==> src/rtl/srr_pkg.sv <==
package srr_pkg;
  typedef enum logic [1:0] {
    ST_IDLE  = 2'd0,
    ST_ACQ   = 2'd1,
    ST_SEND  = 2'd2,
    ST_SETUP = 2'd3
  } srr_state_e;
endpackage

==> src/rtl/srr_sync.sv <==
module srr_sync #(
  parameter int STAGES  = 2,
  parameter bit RST_VAL = 1'b0
) (
  input  logic clk,
  input  logic rst_n,
  input  logic d_i,
  output logic q_o
);
  logic [STAGES-1:0] chain;

  generate
    if (STAGES == 1) begin : g_single
      always_ff @(posedge clk or negedge rst_n) begin
        if (!rst_n) chain <= RST_VAL;
        else        chain <= d_i;
      end
    end else begin : g_multi
      always_ff @(posedge clk or negedge rst_n) begin
        if (!rst_n) chain <= {STAGES{RST_VAL}};
        else        chain <= {chain[STAGES-2:0], d_i};
      end
    end
  endgenerate

  assign q_o = chain[STAGES-1];
endmodule

==> src/rtl/srr_req_qual.sv <==
module srr_req_qual #(
  parameter int MIN_CYC = 300
) (
  input  logic clk,
  input  logic rst_n,
  input  logic en_i,
  input  logic req_low_i,
  output logic fire_o
);
  localparam int CW = (MIN_CYC < 2) ? 1 : $clog2(MIN_CYC + 1);
  localparam logic [CW-1:0] LAST = CW'(MIN_CYC - 1);

  logic [CW-1:0] low_cnt;
  logic          armed;

  always_ff @(posedge clk or negedge rst_n) begin
    if (!rst_n) begin
      low_cnt <= '0;
      armed   <= 1'b0;
      fire_o  <= 1'b0;
    end else begin
      fire_o <= 1'b0;
      if (!en_i) begin
        low_cnt <= '0;
        armed   <= 1'b0;
      end else if (!req_low_i) begin
        low_cnt <= '0;
        armed   <= 1'b1;
      end else if (armed) begin
        if (low_cnt == LAST) begin
          fire_o  <= 1'b1;
          armed   <= 1'b0;
          low_cnt <= '0;
        end else begin
          low_cnt <= low_cnt + 1'b1;
        end
      end
    end
  end


  single_fire_chk: assert property (@(posedge clk) disable iff (!rst_n)
    fire_o |=> !fire_o);


  fire_needs_low_chk: assert property (@(posedge clk) disable iff (!rst_n)
    fire_o |-> $past(req_low_i) && $past(en_i));
endmodule

==> src/rtl/srr_sck_edge.sv <==
module srr_sck_edge #(
  parameter int STAGES = 2
) (
  input  logic clk,
  input  logic rst_n,
  input  logic sck_i,
  input  logic idle_high_i,
  output logic lead_o,
  output logic trail_o
);
  logic sck_s;
  logic sck_prev;
  logic rise;
  logic fall;

  srr_sync #(.STAGES(STAGES), .RST_VAL(1'b0)) u_sck_sync (
    .clk   (clk),
    .rst_n (rst_n),
    .d_i   (sck_i),
    .q_o   (sck_s)
  );

  always_ff @(posedge clk or negedge rst_n) begin
    if (!rst_n) sck_prev <= 1'b0;
    else        sck_prev <= sck_s;
  end

  assign rise    = sck_s & ~sck_prev;
  assign fall    = ~sck_s & sck_prev;
  assign lead_o  = idle_high_i ? fall : rise;
  assign trail_o = idle_high_i ? rise : fall;
endmodule

==> src/rtl/srr_shifter.sv <==
module srr_shifter #(
  parameter int W = 16
) (
  input  logic         clk,
  input  logic         rst_n,
  input  logic         load_i,
  input  logic [W-1:0] data_i,
  input  logic         active_i,
  input  logic         lead_i,
  input  logic         trail_i,
  output logic         sdo_o,
  output logic         done_o
);
  localparam int CW = $clog2(W + 1);
  localparam logic [CW-1:0] FULL = CW'(W);

  logic [W-1:0]  shreg;
  logic [CW-1:0] lead_cnt;

  always_ff @(posedge clk or negedge rst_n) begin
    if (!rst_n) begin
      shreg    <= '0;
      lead_cnt <= '0;
    end else if (load_i) begin
      shreg    <= data_i;
      lead_cnt <= '0;
    end else if (active_i && lead_i) begin
      if (lead_cnt != '0)   shreg    <= {shreg[W-2:0], 1'b0};
      if (lead_cnt != FULL) lead_cnt <= lead_cnt + 1'b1;
    end
  end

  assign sdo_o  = shreg[W-1];
  assign done_o = active_i & trail_i & (lead_cnt == FULL);


  sdo_moves_on_lead_chk: assert property (@(posedge clk) disable iff (!rst_n)
    (active_i && $past(active_i) && !$past(lead_i) && !$past(load_i)) |-> $stable(sdo_o));
endmodule

==> src/rtl/spi_req_responder.sv <==
module spi_req_responder #(
  parameter int W           = 16,
  parameter int REQ_MIN_CYC = 300,
  parameter int SYNC_STAGES = 2
) (
  input  logic         clk,
  input  logic         rst_n,
  input  logic         req_n_i,
  input  logic         sck_i,
  input  logic         clk_idle_high_i,
  output logic         acq_start_o,
  input  logic         acq_valid_i,
  input  logic [W-1:0] acq_data_i,
  output logic         sdo_o,
  output logic         sdo_oe_o,
  output logic         drdy_n_o,
  output logic         drdy_oe_o,
  output logic         setup_mode_o
);
  import srr_pkg::*;

  srr_state_e state;
  logic req_s;
  logic req_low;
  logic fire;
  logic lead;
  logic trail;
  logic sh_sdo;
  logic sh_done;
  logic sending;
  logic load;

  srr_sync #(.STAGES(SYNC_STAGES), .RST_VAL(1'b1)) u_req_sync (
    .clk   (clk),
    .rst_n (rst_n),
    .d_i   (req_n_i),
    .q_o   (req_s)
  );
  assign req_low = ~req_s;

  srr_req_qual #(.MIN_CYC(REQ_MIN_CYC)) u_qual (
    .clk       (clk),
    .rst_n     (rst_n),
    .en_i      (state == ST_IDLE),
    .req_low_i (req_low),
    .fire_o    (fire)
  );

  srr_sck_edge #(.STAGES(SYNC_STAGES)) u_edge (
    .clk         (clk),
    .rst_n       (rst_n),
    .sck_i       (sck_i),
    .idle_high_i (clk_idle_high_i),
    .lead_o      (lead),
    .trail_o     (trail)
  );

  assign sending = (state == ST_SEND);
  assign load    = (state == ST_ACQ) & acq_valid_i & ~req_low;

  srr_shifter #(.W(W)) u_shift (
    .clk      (clk),
    .rst_n    (rst_n),
    .load_i   (load),
    .data_i   (acq_data_i),
    .active_i (sending),
    .lead_i   (lead),
    .trail_i  (trail),
    .sdo_o    (sh_sdo),
    .done_o   (sh_done)
  );

  always_ff @(posedge clk or negedge rst_n) begin
    if (!rst_n) begin
      state <= ST_IDLE;
    end else begin
      case (state)
        ST_IDLE:  if (fire) state <= ST_ACQ;
        ST_ACQ:   if (acq_valid_i) state <= req_low ? ST_SETUP : ST_SEND;
        ST_SEND:  if (sh_done) state <= ST_IDLE;
        default:  state <= ST_SETUP;
      endcase
    end
  end

  assign acq_start_o  = fire;
  assign sdo_oe_o     = sending;
  assign sdo_o        = sending ? sh_sdo : 1'b0;
  assign drdy_oe_o    = sending;
  assign drdy_n_o     = ~sending;
  assign setup_mode_o = (state == ST_SETUP);


  start_enters_acq_chk: assert property (@(posedge clk) disable iff (!rst_n)
    acq_start_o |=> (state == ST_ACQ));


  setup_sticky_chk: assert property (@(posedge clk) disable iff (!rst_n)
    setup_mode_o |=> setup_mode_o);


  first_bit_chk: assert property (@(posedge clk) disable iff (!rst_n)
    $rose(sdo_oe_o) |-> (sdo_o == $past(acq_data_i[W-1])));


  release_after_last_chk: assert property (@(posedge clk) disable iff (!rst_n)
    $fell(drdy_oe_o) |-> $past(sh_done));


  no_drive_in_setup_chk: assert property (@(posedge clk) disable iff (!rst_n)
    setup_mode_o |-> !sdo_oe_o && !drdy_oe_o);
endmodule

==> config.mk <==
export PLATFORM = sky130hd
export DESIGN_NAME = spi_req_responder
export DESIGN_NICKNAME = d
export VERILOG_FILES = /design/src/rtl/srr_pkg.sv /design/src/rtl/srr_sync.sv /design/src/rtl/srr_req_qual.sv /design/src/rtl/srr_sck_edge.sv /design/src/rtl/srr_shifter.sv /design/src/rtl/spi_req_responder.sv
export SDC_FILE = /design/constraint.sdc
export NUM_CORES = 1
export LEC_CHECK = 0
export ABC_AREA = 1
export BUFFER_PORTS_ARGS = -buffer_cell sky130_fd_sc_hd__buf_2
export CAP_MARGIN = 20
export CORE_MARGIN = 3
export CORE_UTILIZATION = 55
export DETAILED_ROUTE_END_ITERATION = 16
export HOLD_SLACK_MARGIN = 0.06
export PLACE_DENSITY = 0.76
export SLEW_MARGIN = 5
export SYNTH_ARGS = -nofsm -noshare
export SYNTH_HDL_FRONTEND = slang
export SYNTH_SLANG_ARGS = --single-unit
==> constraint.sdc <==
create_clock -name clk -period 1.7 [get_ports clk]
set_clock_uncertainty 0.2 [all_clocks]
set_input_delay 0.34 -clock clk [delete_from_list [all_inputs] [get_ports clk]]
set_output_delay 0.34 -clock clk [all_outputs]
set_load 0.02 [all_outputs]
==> results.cfg <==
[status]
outcome = complete, but fails checks
violations = negative setup slack

[grt]
antenna_found_initial = 0
gr-usage-all-layers = 0.211
grt_max_degree = 24
overflow = 0
grt_pass1_vias = 1694
grt_pass1_wl_um = 7230

[power_and_ir_drop]
p_total_mw = 1.66
p_per_area_mw_per_mm2 = 628
p_leak_nw = 1.46
max-vdd-ir-drop_mv = 0.502

[floorplanning]
die_h_um = 68.6
fp-row-count = 22
core_mm2 = 0.00372
pin_count = 28
die_w_um = 68.6
initial_core_util = 0.579
die_area_mm2 = 0.00470

[detailed_routing]
first_iter_violations = 157
drc = 0
vias = 1970
first_pass_iters = 4
wire_per_inst_um = 12.2
drt-total-wl_um = 4770
viasPerCell = 5.03
postRouteAntennaNets = 0

[logic_synthesis]
yosysSeqAreaShare = 0.455
syn_avg_cell_area_um2 = 7.27
postSynthCellCount = 296
synth.most_common_cell = nand2_1
synth-seq-cells = 39
yosys.area.top_type = dfrtp_1
netlist_area_mm2 = 0.00215
synth-async-reset-ratio = 1.00
synth_edf_count = 0
ys.flop_type = dfrtp_1
yosysWarningCount = 0
yosysTopAreaCellShare = 0.430
synth_area_leaders = dfrtp_1 43%, nand2_1 24%, inv_1 5.9%
synth_cell_type_count = 23
synth_fp_nets = 321
synthTopCellsByCount = 135 x nand2_1, 37 x dfrtp_1, 34 x inv_1

[placed_design]
io_buffers = 27
place_area_mm2 = 0.00232
dp_hpwl_um = 2980
routabilityCongestion = 0.907

[worst_hold_path]
hold_path.class = primary input to flip-flop

[timing]
tightest_slew_ns = 0.395
whs_ns = 0.125
timing.fmax_ghz = 0.587
min_period_ns = 1.70
setup_violations = 1
rsz0062_at_grt = yes
finalCritPeriodShare = 1.00
drv_slew = 0
hold_viol_final = 0
final.setup.tns_ns = -0.00487
setup_slack_ns = -0.00487
max_slew_margin = 0.737

[layout]
antenna_cells = 0
nets = 368
layout-drive-gt1-share = 0.224
fillers = 312
area_growth_pct = 23.0
finalInstanceArea_mm2 = 0.00265

[clock_tree]
ctsRootBufferMaster = clkbuf_8
worstSkewPairLatency_ns = 0.30
cts_num_sinks = 39
cts_tree = done
cts_buffers = 5
cts_buffer_depth = 2
path_clk_slew_ns = 0.08
h-tree-depth = 2

[setup_path]
cp.arrival_ns = 1.74
crit_path_start_kind = flip-flop
worstSetupEndpointType = flip-flop
critPathMaxFanout = 5
crit_type = flip-flop to flip-flop
crit_required_ns = 1.73
reg2reg_slack_ns = -0.005

[flow_run]
drv_cap = 0
final cells by class:
class | instances | area, um^2 | area share
clock buffers | 6 | 72.6 | 0.0274
clock inverters | 2 | 12.5 | 0.00473
inverters | 37 | 141 | 0.0534
multi-input cells | 214 | 1050 | 0.395
flip-flops and latches | 39 | 978 | 0.370
well taps | 48 | 60.1 | 0.0227
repair buffers | 46 | 335 | 0.127
through the flow:
step / setup WS (ns) / util / std cells
after CTS: 0.000393 / 0.668 / 382
after global routing: -0.0962 / 0.712 / 392
final: -0.00487 / 0.712 / 392
after floorplan: 0.0269 / - / 296
after global placement: 0.0145 / 0.624 / 367
after detailed placement: -0.00660 / 0.624 / 367
what timing repair did:
item	CTS	global route
pin swaps	2	8
hold buffers	4	0
setup buffers	3	8
hold endpoints to repair	17	0
setup endpoints to repair	6	32
resized for setup	4	30
gates cloned	0	2
path summary, 6_finish.rpt:
| check | from | endpoint | cells after the start |
|---|---|---|---|
| setup / recovery | u_shift.lead_cnt[1] | state[0] | 6 |
| hold / removal | acq_data_i[15] | u_shift.shreg[15] | 5 |
| setup reg to reg | u_shift.lead_cnt[1] | state[0] | 6 |
| hold reg to reg | u_edge.u_sck_sync.chain[0] | u_edge.u_sck_sync.chain[1] | 0 |
| max in group asynchronous | rst_n | u_qual.low_cnt[4] | 3 |
| min in group asynchronous | rst_n | u_shift.lead_cnt[1] | 2 |
sequential cells by signal, summed over array words and instances, names as in the netlist:
register and count:
u_edge.u_sck_sync.chain 2, u_qual.low_cnt 9, u_req_sync.chain 2, u_shift.lead_cnt 5, u_qual.armed 1, u_edge.sck_prev 1
state 2, u_qual.fire_o 1, u_shift.shreg 16
worst max-delay path: stages (launching register included):
cell	delay, ns
dfrtp_1	0.41
inv_1	0.09
ha_1	0.17
nand4_1	0.25
o21ai_0	0.29
nand3_1	0.13
nand2_1	0.10
metal layers:
metal | up-vias | GRT usage | wire length (um)
met5 | - | 0 | 0
met4 | 0 | 0.0868 | 86
met3 | 12 | 0.0616 | 280
met2 | 48 | 0.340 | 2240
met1 | 900 | 0.265 | 2160
li1 | 1010 | - | -
cells by family after synthesis:
| kind of cell | Yosys count | share of synthesized area |
|---|---|---|
| AOI/OAI and AO/OA | 18 | 0.0419 |
| xor gates and xnor gates | 1 | 0.00407 |
| adders and majority gates | 3 | 0.0174 |
| buffers and inverters | 45 | 0.0971 |
| DFF | 39 | 0.455 |
| and+or+nand+nor | 190 | 0.385 |
cell usage in the layout (no fill, tap or decap), drive strengths merged:
master / count
nand2: 139
and3: 1
dfstp: 2
nand3: 25
o21ai: 10
nand4: 9
clkinv: 1
or2b: 1
ha: 3
clkbuf: 6
nor2: 16
dfrtp: 37
clkinvlp: 1
xor2: 1
nor3: 1
inv: 37
a21oi: 8
buf: 42
dlygate4sd3: 4
power by group:
group	switching, mW	internal [mW]	total [mW]
combinational	0.0498	0.0422	0.0920
sequential	0.0119	0.941	0.953
clock	0.331	0.287	0.618
total	0.393	1.27	1.66
Note: power is estimated with default switching activity, not from simulation.
